File: src/rtl/err_agg_pkg.sv
package err_agg_pkg;

    // Register selected by the current bus request
    typedef enum logic [2:0] {
        SEL_NONE   = 3'd0,
        SEL_RAW    = 3'd1,
        SEL_MASKED = 3'd2,
        SEL_EN_SET = 3'd3,
        SEL_EN_CLR = 3'd4
    } reg_sel_e;

    typedef struct packed {
        reg_sel_e sel;
        logic     wr;
        logic     rd;
    } bus_op_t;

endpackage

File: src/rtl/err_agg_regif.sv
module err_agg_regif
    import err_agg_pkg::*;
#(
    parameter int                 NUM_SRC    = 6,
    parameter int                 DATA_W     = 32,
    parameter int                 ADDR_W     = 12,
    parameter logic [ADDR_W-1:0]  OFS_RAW    = 12'h1c0,
    parameter logic [ADDR_W-1:0]  OFS_MASKED = 12'h1c4,
    parameter logic [ADDR_W-1:0]  OFS_EN_SET = 12'h1c8,
    parameter logic [ADDR_W-1:0]  OFS_EN_CLR = 12'h1cc
) (
    input  logic               clk,
    input  logic               rst_n,
    input  logic               bus_valid,
    input  logic               bus_write,
    input  logic [ADDR_W-1:0]  bus_addr,
    input  logic [DATA_W-1:0]  bus_wdata,
    input  logic [NUM_SRC-1:0] raw_bits,
    input  logic [NUM_SRC-1:0] en_bits,
    output logic               set_en,
    output logic               clr_en,
    output logic               w1c_en,
    output logic [NUM_SRC-1:0] wbits,
    output logic [DATA_W-1:0]  rdata,
    output logic               rvalid
);
    localparam int PAD_W = DATA_W - NUM_SRC;

    typedef struct packed {
        logic [DATA_W-1:0] rdata;
        logic              rvalid;
    } rd_state_t;

    bus_op_t           op;
    rd_state_t         st_d, st_q;
    logic [NUM_SRC-1:0] sel_bits;
    logic              wdata_unused;

    assign wdata_unused = ^bus_wdata[DATA_W-1:NUM_SRC];

    always_comb begin
        op.wr = bus_valid & bus_write;
        op.rd = bus_valid & ~bus_write;
        if (bus_addr == OFS_RAW)         op.sel = SEL_RAW;
        else if (bus_addr == OFS_MASKED) op.sel = SEL_MASKED;
        else if (bus_addr == OFS_EN_SET) op.sel = SEL_EN_SET;
        else if (bus_addr == OFS_EN_CLR) op.sel = SEL_EN_CLR;
        else                             op.sel = SEL_NONE;
    end

    assign set_en = op.wr & (op.sel == SEL_EN_SET);
    assign clr_en = op.wr & (op.sel == SEL_EN_CLR);
    assign w1c_en = op.wr & (op.sel == SEL_MASKED);
    assign wbits  = bus_wdata[NUM_SRC-1:0];

    always_comb begin
        case (op.sel)
            SEL_RAW:    sel_bits = raw_bits;
            SEL_MASKED: sel_bits = raw_bits & en_bits;
            SEL_EN_SET,
            SEL_EN_CLR: sel_bits = en_bits;
            default:    sel_bits = '0;
        endcase
        st_d.rvalid = op.rd;
        st_d.rdata  = op.rd ? {{PAD_W{1'b0}}, sel_bits} : '0;
    end

    always_ff @(posedge clk or negedge rst_n) begin
        if (!rst_n) st_q <= '0;
        else        st_q <= st_d;
    end

    assign rdata  = st_q.rdata;
    assign rvalid = st_q.rvalid;
endmodule

File: src/rtl/err_agg_enable.sv
module err_agg_enable #(
    parameter int NUM_SRC = 6
) (
    input  logic               clk,
    input  logic               rst_n,
    input  logic               set_en,
    input  logic               clr_en,
    input  logic [NUM_SRC-1:0] wbits,
    output logic [NUM_SRC-1:0] en_bits
);
    typedef struct packed {
        logic [NUM_SRC-1:0] mask;
    } en_state_t;

    en_state_t st_d, st_q;

    always_comb begin
        st_d = st_q;
        if (set_en) st_d.mask = st_q.mask | wbits;
        if (clr_en) st_d.mask = st_q.mask & ~wbits;
    end

    always_ff @(posedge clk or negedge rst_n) begin
        if (!rst_n) st_q <= '0;
        else        st_q <= st_d;
    end

    assign en_bits = st_q.mask;
endmodule

File: src/rtl/err_agg_status.sv
module err_agg_status #(
    parameter int NUM_SRC = 6
) (
    input  logic               clk,
    input  logic               rst_n,
    input  logic [NUM_SRC-1:0] err_evt,
    input  logic               w1c_en,
    input  logic [NUM_SRC-1:0] wbits,
    output logic [NUM_SRC-1:0] raw_bits
);
    // One sticky cell per source; a new event outranks a same-cycle clear
    for (genvar g = 0; g < NUM_SRC; g++) begin : g_cell
        logic bit_d, bit_q;

        always_comb begin
            bit_d = bit_q;
            if (w1c_en && wbits[g]) bit_d = 1'b0;
            if (err_evt[g])         bit_d = 1'b1;
        end

        always_ff @(posedge clk or negedge rst_n) begin
            if (!rst_n) bit_q <= 1'b0;
            else        bit_q <= bit_d;
        end

        assign raw_bits[g] = bit_q;
    end
endmodule

File: src/rtl/err_irq_aggregator.sv
module err_irq_aggregator #(
    parameter int                 NUM_SRC    = 6,
    parameter int                 DATA_W     = 32,
    parameter int                 ADDR_W     = 12,
    parameter logic [ADDR_W-1:0]  OFS_RAW    = 12'h1c0,
    parameter logic [ADDR_W-1:0]  OFS_MASKED = 12'h1c4,
    parameter logic [ADDR_W-1:0]  OFS_EN_SET = 12'h1c8,
    parameter logic [ADDR_W-1:0]  OFS_EN_CLR = 12'h1cc,
    parameter logic [NUM_SRC-1:0] FATAL_MASK = 6'h12
) (
    input  logic               clk,
    input  logic               rst_n,
    input  logic [NUM_SRC-1:0] err_evt,
    input  logic               bus_valid,
    input  logic               bus_write,
    input  logic [ADDR_W-1:0]  bus_addr,
    input  logic [DATA_W-1:0]  bus_wdata,
    output logic [DATA_W-1:0]  bus_rdata,
    output logic               bus_rvalid,
    output logic               irq_err,
    output logic               irq_fatal
);
    logic               set_en, clr_en, w1c_en;
    logic [NUM_SRC-1:0] wbits, raw_bits, en_bits, masked;

    err_agg_regif #(
        .NUM_SRC(NUM_SRC), .DATA_W(DATA_W), .ADDR_W(ADDR_W),
        .OFS_RAW(OFS_RAW), .OFS_MASKED(OFS_MASKED),
        .OFS_EN_SET(OFS_EN_SET), .OFS_EN_CLR(OFS_EN_CLR)
    ) u_regif (
        .clk(clk), .rst_n(rst_n),
        .bus_valid(bus_valid), .bus_write(bus_write),
        .bus_addr(bus_addr), .bus_wdata(bus_wdata),
        .raw_bits(raw_bits), .en_bits(en_bits),
        .set_en(set_en), .clr_en(clr_en), .w1c_en(w1c_en), .wbits(wbits),
        .rdata(bus_rdata), .rvalid(bus_rvalid)
    );

    err_agg_enable #(.NUM_SRC(NUM_SRC)) u_enable (
        .clk(clk), .rst_n(rst_n),
        .set_en(set_en), .clr_en(clr_en), .wbits(wbits),
        .en_bits(en_bits)
    );

    err_agg_status #(.NUM_SRC(NUM_SRC)) u_status (
        .clk(clk), .rst_n(rst_n),
        .err_evt(err_evt), .w1c_en(w1c_en), .wbits(wbits),
        .raw_bits(raw_bits)
    );

    assign masked    = raw_bits & en_bits;
    assign irq_err   = |masked;
    assign irq_fatal = |(masked & FATAL_MASK);
endmodule

File: config.mk
export PLATFORM = sky130hd
export DESIGN_NAME = err_irq_aggregator
export DESIGN_NICKNAME = d
export VERILOG_FILES = /design/src/rtl/err_agg_pkg.sv /design/src/rtl/err_agg_regif.sv /design/src/rtl/err_agg_enable.sv /design/src/rtl/err_agg_status.sv /design/src/rtl/err_irq_aggregator.sv
export SDC_FILE = /design/constraint.sdc
export NUM_CORES = 1
export LEC_CHECK = 0
export BUFFER_PORTS_ARGS = -buffer_cell sky130_fd_sc_hd__buf_2
export CAP_MARGIN = 15
export CORE_MARGIN = 2
export CORE_UTILIZATION = 42
export DETAILED_ROUTE_END_ITERATION = 7
export HOLD_SLACK_MARGIN = 0.06
export PLACE_DENSITY = 0.85
export SYNTH_ARGS = -nofsm -noshare
export SYNTH_HDL_FRONTEND = slang
export SYNTH_SLANG_ARGS = --single-unit
File: constraint.sdc
create_clock -name clk -period 3 [get_ports clk]
set_input_delay 0.45 -clock clk [delete_from_list [all_inputs] [get_ports clk]]
set_output_delay 0.45 -clock clk [all_outputs]
set_load 0.1 [all_outputs]
==> run summary, run 1 <==
After synthesis, flip-flops and latches occupy 42.4% of the total area. 89 I/O pins were placed. The clock insertion delay at the later pin of the skew report is 0.29 ns. The path class of the tightest hold or removal check is in -> async. STA classifies the critical path endpoint as an output pin. In the layout the commonest cells are buf_2 (36), conb_1 (26), dfrtp_1 (19).

The number of input and output port buffers inserted came out at 36. The number of gates resized after CTS was 0. The worst path uses 67.0% of the clock period. Detailed placement ended at an HPWL of 1.74 mm.

The synthesized design contains 19 register bits. The layout cell share with drive strength beyond 1 came out at 32.7%. The via count of the first global-routing pass is 840. Once detail routing completed, the nets flagged for antenna violations numbered 0.

After floorplanning, the core was divided into 18 placement rows. The initial antenna violation count came out at 0. The count of endpoints failing hold in the final timing report is 0.

The number of distinct standard cells referenced by the synthesized netlist is 23. Yosys attributes the largest share of cell area to dfrtp_1 (42%), buf_4 (18%), o221a_2 (6.0%). In this run, post-CTS hold repair placed 0 buffers. The post-CTS repair timing setup buffer count came out at 0. In this run the power density over the cells is 459 nW/um^2. The average detailed-routed wire length per instance came out at 12.5 um.

The share of Yosys cell area claimed by the top area cell type is ~42%. The floorplan step set the die height to 55.7 um. The number of fillers in the final layout is approximately 220.

The number of levels the H-tree was split into came out at 1. Counting I/O delays and the setup requirement, the final critical path takes 2.01 ns. At the worst endpoint, the arrival time is 1.56 ns.

For the final routed database, the setup TNS stands at 0 ns. The overall power consumption is around 0.57 mW. The clock slew at the register clock pins of the worst setup and hold paths came out at 0.11 ns. For this run, the top clock speed supported by timing is 497 MHz. The synthesis-to-finish area growth came out at 11.5%.

After global routing the overflow that remains totals 0. In the global route stage, met1 resource usage came out at 14.0%. The detailed-router iteration count before antenna repair is 4. The static leakage came out at 0.693 nW. After global routing, the most crowded layer is met2. For this run, global-route usage on met3 was measured as 3.72%.

The post-synth design cell area came out at 1120 um^2. The kind of critical path is reg -> out. The total area inside the core boundary comes to about 2500 um^2. The final route contains 853 vias.

The largest area contributor in the netlist is dfrtp_1. The final wirelength came out at 2.22 mm. The final setup skew came out at 0.00311 ns. The per-instance average area after synthesis is 10.1 um^2. The overall die area is 3100 um^2. Clock tree synthesis selected as its root buffer the cell clkbuf_4. The Yosys step of the flow raised 0 warnings.

The worst supply voltage drop on vdd came out at 260 uV. The maximum root-to-sink buffer count is 2. The final-report max-slew violation count came out at 0. The pin count of the biggest net entering global routing is 20. The count of cells along the worst register-to-register path came out at 1.

The number of antenna diodes is 0. The required time at the endpoint of the critical path is 2.55 ns. The die outline width came out at 55.7 um. The final weighted congestion in routability-driven placement came out at slightly above 0.8. STA classifies the critical path startpoint as a flip-flop.

The number of buffers created by CTS is 3. The clock tree from TritonCTS is built. The count of routing violations after the opening detailed-route iteration came out at 22. For this run, global-route usage on met2 was measured as 27.9%.

The post-route DRC violation count came out at 0. The leading cell type in the layout, fill and taps excluded is buf_2. The overall routing resource usage came out at ~14%.

The CTS sink count came out at 19. The run finished with clean final reports. Setup violations remaining at the end of the flow were counted as 0. The first global-routing pass estimated roughly 3.5 mm of wire. The max capacitance violation total came out at 0. Setup repair after global routing left no endpoint under its margin. For this configuration, the core starts out at a cell density of 44.9%. The vias per cell is 4.82. In the synthesized netlist, the number of instances is between 100 and 150. The peak fanout along the critical path came out at 3. The final layout net count is roughly 200.
-- cells in the mapped netlist (all sizes together) --
cell type / instances
a221oi: 1
a22o: 1
a22oi: 1
a31oi: 6
and2: 6
and4: 1
and4b: 1
and4bb: 1
buf: 29
clkbuf: 1
conb: 1
dfrtp: 19
inv: 12
mux2i: 6
nand2: 1
nand4: 6
nor2: 7
nor2b: 2
nor3b: 1
nor4b: 1
nor4bb: 1
o221a: 6
-- through the flow --
stage               utilization, %  setup WS, ns  cell area (um^2)  hold slack (ns)  std cells
floorplan                        -         0.615              1220            0.154        136
detailed placement            48.9          1.26              1220            0.410        173
finish                        50.1         0.990              1250           0.0736        177
global route                  50.1         0.916              1250            0.102        177
global placement              48.9          1.29              1220            0.394        173
CTS                           50.1         0.988              1250           0.0866        177
-- layout make-up --
type / count / area (um^2) / area share [%]
inverters: 12 / 45.0 / 3.60
repair buffers: 37 / 188 / 15.0
flip-flops and latches: 19 / 475 / 38.0
clock inverters: 1 / 5.00 / 0.400
clock buffers: 3 / 22.5 / 1.80
well taps: 30 / 37.5 / 3.00
multi-input cells: 75 / 478 / 38.2
-- power breakdown --
part | total [mW] | switching [mW] | internal (mW)
logic | 0.190 | 0.170 | 0.0199
clock network | 0.127 | 0.0775 | 0.0495
registers | 0.257 | 0.000274 | 0.257
-- routing by layer --
| metal | up-vias | share of wire [%] |
|---|---|---|
| met4 | 0 | 0 |
| met5 | - | 0 |
| li1 | 403 | - |
| met2 | 51 | 53 |
| met3 | 0 | 11 |
| met1 | 399 | 36 |
-- final timing paths --
check | slack (ns) | start | to
worst min register to register | 0.56 | flip-flop | flip-flop
max in group asynchronous | 2.63 | rst_n | u_regif.rdata[3]$_DFF_PN0_
min in group clk | 0.40 | err_evt[1] | u_status.g_cell[1].bit_q$_DFFE_PN0P_
worst max register to register | 2.20 | u_status.g_cell[5].bit_q$_DFFE_PN0P_ | u_regif.rdata[5]$_DFF_PN0_
worst max-delay path | 0.99 | u_status.g_cell[4].bit_q$_DFFE_PN0P_ | irq_err
worst min-delay path | 0.07 | rst_n | u_regif.rdata[4]$_DFF_PN0_
-- logic make-up after synthesis --
logic type | share of synthesized area (%)
flops | 42.4
buf+inv | 23.4
other cells | 0.334
simple gates | 16.9
compound gates | 11.6
mux | 5.35
-- critical path, stage by stage (launching register included) --
cell and delay (ns):
dfrtp_1 0.41, a22o_1 0.25, a221oi_1 0.22, nand2_1 0.09, buf_2 0.29
Note: power is estimated with default switching activity, not from simulation.
==> run 2: changes to the inputs <==
--- a/config.mk
+++ b/config.mk
@@ -8,10 +8,10 @@
 export BUFFER_PORTS_ARGS = -buffer_cell sky130_fd_sc_hd__buf_2
 export CAP_MARGIN = 15
 export CORE_MARGIN = 2
-export CORE_UTILIZATION = 42
+export CORE_UTILIZATION = 35
 export DETAILED_ROUTE_END_ITERATION = 7
 export HOLD_SLACK_MARGIN = 0.06
-export PLACE_DENSITY = 0.85
+export PLACE_DENSITY = 0.76
 export SYNTH_ARGS = -nofsm -noshare
 export SYNTH_HDL_FRONTEND = slang
 export SYNTH_SLANG_ARGS = --single-unit
==> constraint.sdc (replaced) <==
create_clock -name clk -period 1.7 [get_ports clk]
set_input_delay 0.255 -clock clk [delete_from_list [all_inputs] [get_ports clk]]
set_output_delay 0.255 -clock clk [all_outputs]
set_load 0.1 [all_outputs]
==> run summary, run 2 (same netlist as run 1, synthesis figures left out) <==
The count of routing violations after the opening detailed-route iteration is 37 (+68%). The final-report max-slew violation count came to 0 (unchanged). The worst setup path is launched from a flip-flop. The max capacitance violation total is 0 (unchanged). The number of buffers created by CTS is 3 (unchanged). The overall die area came out at 3680 um^2 (+18%). The clock insertion delay at the later pin of the skew report came to 0.29 ns (about the same). The final layout net count is 206 (+2.0%). The half-perimeter wire length after placement is 1.67 mm (-3.7%). Setup repair after global routing could not meet its margin everywhere.

The synthesis-to-finish area growth came out at 20.2%. The worst setup margin was -0.0156 ns (-1.01 ns). The post-route DRC violation count came out at 0 (unchanged). The layout cell share with drive strength beyond 1 came out at 35.1% (+2.4 points). The pin count of the biggest net entering global routing came out at 20 (unchanged). The number of vias after detailed routing came out at 875 (+2.6%). The total power density per cell area came to 755 nW/um^2 (+64%). Leaving out fill and tap cells, the most frequent cells in the layout are buf_2 (35), conb_1 (26), dfrtp_1 (19). The detailed-router iteration count before antenna repair came out at 4 (unchanged). TritonCTS built the clock tree. The required time at the endpoint of the critical path is 1.44 ns (-1.11 ns).

The total global routing overflow came out at 0 (unchanged). The initial antenna violation count came out at 0 (unchanged). Leaving out fill and tap cells, the most frequent cell in the layout is buf_2. The shortest clock period the worst path allows after layout came out at 1.72 ns. The static leakage is 0.752 nW (+8.5%).

The clock slew at the register clock pins of the worst setup and hold paths is 0.11 ns (about the same). Grouping stages by cell kind, the critical path spends the most delay in compound AO/OA/AOI/OAI gates. The combined buffer and inverter count along the critical path is 1 (unchanged). The final setup skew came to 0.00241 ns (-0.000702 ns). The worst hold slack after final layout was 0.194 ns (+0.121 ns). The final standard cell count with taps included and fillers excluded came out at 195 (+10%).

The wire length of the first global-routing pass is 3.49 mm (+0.40%). The largest individual stage delay along the critical path comes from the cell dfrtp_1. The die outline height is 60.6 um (+8.9%).

The effective utilization at floorplan came out at 36.8% (-8.1 points). The number of antenna-violating nets in the routed design is 0 (unchanged). The delay contributed by the slowest stage of the critical path was 0.43 ns (+0.02 ns). The worst hold path begins at err_evt[5]. The final wirelength is 2.23 mm (+0.54%). The placeable core area is 3050 um^2 (+22%). The critical path goes through a22o_4 > a221oi_4 > nand2_4 > buf_12. The final reports fail on negative setup slack. The I/O pin total is 89 (unchanged).

The count of cells along the worst register-to-register path came to 2 (+1). The achievable frequency is roughly 580 MHz. The number of standard-cell rows in the floorplan is 20 (+2). The die outline width is 60.6 um (+8.9%). The setup violation total in the final timing report is 1 (+1).

The worst endpoint data arrival time is 1.46 ns (-0.10 ns). The vias per cell came out at 4.49 (-6.9%). The path category of the worst min-delay check is in -> reg.

CTS placed an instance of clkbuf_4 at the clock tree root. The number of levels the H-tree was split into came to 1 (unchanged). The overall routing resource usage came out at 12.6% (-1.5 points). The kind of critical path is reg -> out. The peak fanout along the critical path came out at 2 (-1). The worst setup path is captured at an output pin. The number of input and output port buffers inserted is 36 (unchanged). The average detailed-routed wire length per instance was 11.4 um (-8.7%). In this run the critical register-to-register path is captured at u_regif.rdata[4]$_DFF_PN0_. The number of antenna diodes came out at 0 (unchanged).

The worst register-to-register path begins at u_status.g_cell[4].bit_q$_DFFE_PN0P_. The portion of the clock cycle consumed by the worst path in the final layout came out at 101%. The run finished, with violations left. The number of cells after detailed placement came to 188 (+8.7%). The cell area after placement is 1260 um^2 (+3.3%).

The maximum root-to-sink buffer count came out at 2 (unchanged). The final weighted congestion in routability-driven placement is 0.778 (-5.6%). The worst hold path terminates at u_status.g_cell[5].bit_q$_DFFE_PN0P_.

The count of endpoints failing hold in the final timing report is 0 (unchanged). Counting instances, the worst hold path has a depth of 3. The via count of the first global-routing pass came out at 796 (-5.2%).

The final cell area excluding filler cells is 1350 um^2 (+7.8%). The CTS sink count came out at 19 (unchanged). The worst-case register-to-register setup slack is 0.76 ns (-1.44 ns).

The worst supply voltage drop on vdd is 414 uV (+59%).
run 2: cell count changes in the layout (fill, tap and decap cells not counted), sizes merged:
cell | previous run | this run
clkbuf | 3 | 4
clkinv | 1 | 0
buf | 37 | 40
dlygate4sd3 | 0 | 1
run 2: layer usage:
metal	track usage (%)	part of all wire, %	vias up
met5	0	0	-
met1	15.6	41	423
met2	22.0	51	39
li1	-	-	411
met3	1.71	7.2	2
met4	5.28	0.81	0
run 2: stage by stage:
| step | power [mW] | utilization (%) | setup TNS [ns] | setup slack, ns |
|---|---|---|---|---|
| floorplan | 0.791 | - | 0 | 0.0617 |
| global route | 1.06 | 44.2 | -0.0786 | -0.0786 |
| detailed placement | 0.798 | 41.4 | 0 | 0.169 |
| global placement | 0.798 | 41.4 | 0 | 0.166 |
| finish | 1.02 | 44.2 | -0.0156 | -0.0156 |
| CTS | 1.02 | 44.2 | -0.0131 | -0.0131 |
run 2: cell type report:
| type | instances | area (um^2) |
|---|---|---|
| Clock buffer | 4 | 26.3 |
| Sequential cell | 19 | 475 |
| Tap cell | 44 | 55.1 |
| Multi-Input combinational cell | 75 | 512 |
| Inverter | 12 | 45.0 |
| Fill cell | 325 | 1700 |
| Timing Repair Buffer | 41 | 235 |
run 2: power breakdown:
group          total, mW  switching, mW  internal [mW]
Combinational      0.338          0.300         0.0375
Clock              0.226          0.135         0.0912
Sequential         0.454       0.000623          0.453
run 2: worst max path at each step:
stage                                    startpoint      end  cells after the start
3_3_place_gp   u_status.g_cell[4].bit_q$_DFFE_PN0P_  irq_err                      4
6_report       u_status.g_cell[4].bit_q$_DFFE_PN0P_  irq_err                      4
4_1_cts        u_status.g_cell[4].bit_q$_DFFE_PN0P_  irq_err                      4
2_1_floorplan  u_status.g_cell[4].bit_q$_DFFE_PN0P_  irq_err                      3
5_1_grt        u_status.g_cell[4].bit_q$_DFFE_PN0P_  irq_err                      4
3_5_place_dp   u_status.g_cell[4].bit_q$_DFFE_PN0P_  irq_err                      4
run 2: what timing repair did:
action / in CTS / in global routing
setup buffers: 2 / 0
setup endpoints to repair: 1 / 1
resized for setup: 6 / 0
hold endpoints to repair: 19 / 0
pin swaps: 1 / 0
hold buffers: 1 / 0
run 2: tightest hold or removal path, delay by kind of cell:
| family | cells | cell delay (ns) |
|---|---|---|
| compound gates | 1 | 0.06 |
| buf+inv | 2 | 0.14 |
==> run 3: changes to the inputs <==
--- a/config.mk
+++ b/config.mk
@@ -5,10 +5,11 @@
 export SDC_FILE = /design/constraint.sdc
 export NUM_CORES = 1
 export LEC_CHECK = 0
+export ABC_AREA = 1
 export BUFFER_PORTS_ARGS = -buffer_cell sky130_fd_sc_hd__buf_2
 export CAP_MARGIN = 15
 export CORE_MARGIN = 2
-export CORE_UTILIZATION = 35
+export CORE_UTILIZATION = 37
 export DETAILED_ROUTE_END_ITERATION = 7
 export HOLD_SLACK_MARGIN = 0.06
 export PLACE_DENSITY = 0.76
==> run summary, run 3 <==
The count of routing violations after the opening detailed-route iteration is 30 (-19%). In this run the clock root is driven by a clkbuf_4. The CTS sink count came out at 19 (unchanged).

The number of fillers in the final layout came out at 360 (+11%). The final cell utilization of the core came out at 44.8% (+0.59 points). The number of levels the H-tree was split into came to 1 (unchanged). The portion of the clock cycle consumed by the worst path in the final layout is 98.3% (-2.6 points). The number of distinct standard cells referenced by the synthesized netlist was 20 (-13%). The count of endpoints failing hold in the final timing report is 0 (unchanged). The synthesis-to-finish area growth came out at 16.1%.

The average detailed-routed wire length per instance came to 9.43 um (-18%). The overall routing resource usage came to 13.0% (+0.36 points). The required time at the endpoint of the critical path came out at 1.44 ns (about the same). The max capacitance violation total came out at 0 (unchanged). The number of vias after detailed routing came to 1,061 (+21%). The clock insertion delay at the later pin of the skew report was 0.29 ns (about the same). The number of antenna diodes was 0 (unchanged). In the layout the commonest cells are inv_1 (35), buf_2 (35), conb_1 (26). The post-synth design cell area is 1290 um^2 (+15%). The post-synthesis sequential element count came out at 19 (unchanged). The pin count of the biggest net entering global routing came out at 20 (unchanged). The worst supply voltage drop on vdd is 382 uV (-7.8%). The number of synthesized flops with an enable pin came out at 0 (unchanged). The final setup skew came out at 0.00632 ns (+0.00391 ns).

The maximum root-to-sink buffer count came out at 2 (unchanged). Setup repair after global routing could not meet its margin everywhere. The die outline height was 63.0 um (+3.9%). For this run, the leading register cell type out of synthesis is dfrtp_1.

The overall die area is 3960 um^2 (+7.9%). The die outline width is 63.0 um (+3.9%). The largest area contributor in the netlist is dfrtp_1. The share of Yosys cell area claimed by the top area cell type was 37.0% (-5.4 points). The layout cell share with drive strength beyond 1 is 25.1% (-10 points). The setup violation total in the final timing report came out at 0 (-1). The clock tree from TritonCTS is built. The startpoint type of the worst setup path is a flip-flop. Yosys instantiated no cell more often than inv_1. The detailed-router iteration count before antenna repair was 4 (unchanged).

The number of standard-cell rows in the floorplan is 21 (+5.0%). The most critical setup path has its startpoint at u_status.g_cell[5].bit_q$_DFFE_PN0P_. The placeable core area is 3340 um^2 (+9.3%). The number of antenna-violating nets in the routed design is 0 (unchanged). The achievable frequency came out at 599 MHz (+2.7%).

The path category of the worst min-delay check is in -> reg. The total power density per cell area came out at 677 nW/um^2 (-10%). In the synthesized netlist, the cells that appear most often are inv_1 (36), buf_4 (27), nand3_1 (25), nand2_1 (23), dfrtp_1 (19). The final standard cell count with taps included and fillers excluded is 261 (+34%). The post-route DRC violation count came out at 0 (unchanged). The sequential fraction of the synthesis area is 37.0% (-5.4 points). The per-instance average area after synthesis came to 7.39 um^2 (-27%). After synthesis, the cell types taking the most area are dfrtp_1 (37%), buf_4 (16%), inv_1 (11%). The final layout net count is 270 (+31%). The half-perimeter wire length after placement came out at 1.89 mm (+13%). The worst setup path is captured at an output pin. The final wirelength came out at 2.46 mm (+10%). The initial antenna violation count is 0 (unchanged). The worst endpoint data arrival time is 1.42 ns (-0.04 ns). The startpoint identified for the worst hold timing path is err_evt[2]. The effective utilization at floorplan is 38.5% (+1.8 points). The number of buffers created by CTS is 3 (unchanged).

The shortest clock period the worst path allows after layout is 1.67 ns (-0.0448 ns). The startpoint identified for the worst register-to-register timing path is u_status.g_cell[4].bit_q$_DFFE_PN0P_. The vias per cell came out at 4.07 (-9.4%).

The I/O pin total came out at 89 (unchanged). The clock slew at the register clock pins of the worst setup and hold paths was 0.10 ns (about the same). The final weighted congestion in routability-driven placement is 0.833 (+7.0%). The total global routing overflow came out at 0 (unchanged).

The number of input and output port buffers inserted was 36 (unchanged). The overall power consumption was 1.01 mW (-0.60%). The number of cells after detailed placement is 254 (+35%). The peak fanout along the critical path is 3 (+1). The number of cells produced by synthesis was 174 (+57%).

The setup path with the least slack is of type reg -> out. The final-report max-slew violation count is 0 (unchanged). The wire length of the first global-routing pass is 4.10 mm (+17%). The number of warnings issued by yosys came out at 0 (unchanged). The proportion of register bits with asynchronous set or reset after synthesis is 100% (unchanged). The sum of negative setup slack was 0 ns (+0.0156 ns). The flow ran to the end, and the final reports show no timing, DRC or antenna violations. The static leakage came out at 0.915 nW (+22%). The via count of the first global-routing pass came out at 974 (+22%).
==> run 3: through the flow <==
stage,hold slack (ns),setup WS [ns],area [um^2]
floorplan,-0.0406,0.157,1390
detailed placement,0.220,0.152,1410
global route,0.125,-0.0691,1490
finish,0.134,0.0293,1490
global placement,0.210,0.165,1410
CTS,0.126,0.0165,1490
==> run 3: timing repair <==
action                                 in CTS  in global routing
hold buffers                                1                  0
setup endpoints to repair                   1                  1
endpoints found under the hold margin      19                  0
resized for setup                           7                  0
pin swaps                                   2                  1
buffers inserted                            2                  0
==> run 3: final timing paths <==
kind | to | cells after the start | slack [ns]
worst max-delay path | irq_err | 5 | 0.03
worst min-delay path | u_status.g_cell[2].bit_q$_DFFE_PN0P_ | 3 | 0.13
worst max register to register | u_regif.rdata[4]$_DFF_PN0_ | 6 | 0.74
worst min register to register | flip-flop | 2 | 0.55
max in group asynchronous | u_status.g_cell[3].bit_q$_DFFE_PN0P_ | 2 | 0.96
min in group asynchronous | asynchronous set/reset pin | 2 | 0.44
==> run 3: area by class of cell <==
cell class / instances / area (um^2) / share of cell area, %
sequential: 19 / 475 / 31.8
tap: 46 / 57.6 / 3.85
clock buffer: 4 / 26.3 / 1.76
multi-input combinational: 115 / 564 / 37.8
inverter: 36 / 135 / 9.05
timing repair buffer: 41 / 235 / 15.7
==> run 3: layer usage <==
metal / share of wire [%] / up-vias / track usage [%]
met5: 0 / - / 0
met4: 0.33 / 0 / 0.833
met3: 7.8 / 2 / 4.32
met2: 49 / 41 / 23.0
met1: 42 / 449 / 15.9
li1: - / 569 / -
==> run 3: cells by family (layout without fill, tap and decap cells) <==
logic type / count (synthesis) / count (layout) / synth area share (%)
compound gates: 12 / 12 / 4.67
buf+inv: 65 / 81 / 28.0
flops: 19 / 19 / 37.0
other cells: 1 / 26 / 0.292
simple gates: 77 / 77 / 30.1
==> run 3: critical path: stages (launching register included) <==
cell and delay, ns:
dfrtp_1 0.41, nand2_1 0.06, inv_1 0.06, nor4_4 0.27, nand3_2 0.13, buf_12 0.18
==> run 3: report_power, final <==
part           leakage [nW]  internal, mW  switching (mW)
Sequential            0.202         0.453        0.000469
Combinational         0.698        0.0339           0.305
Clock                0.0150        0.0912           0.128
Total                 0.915         0.578           0.433
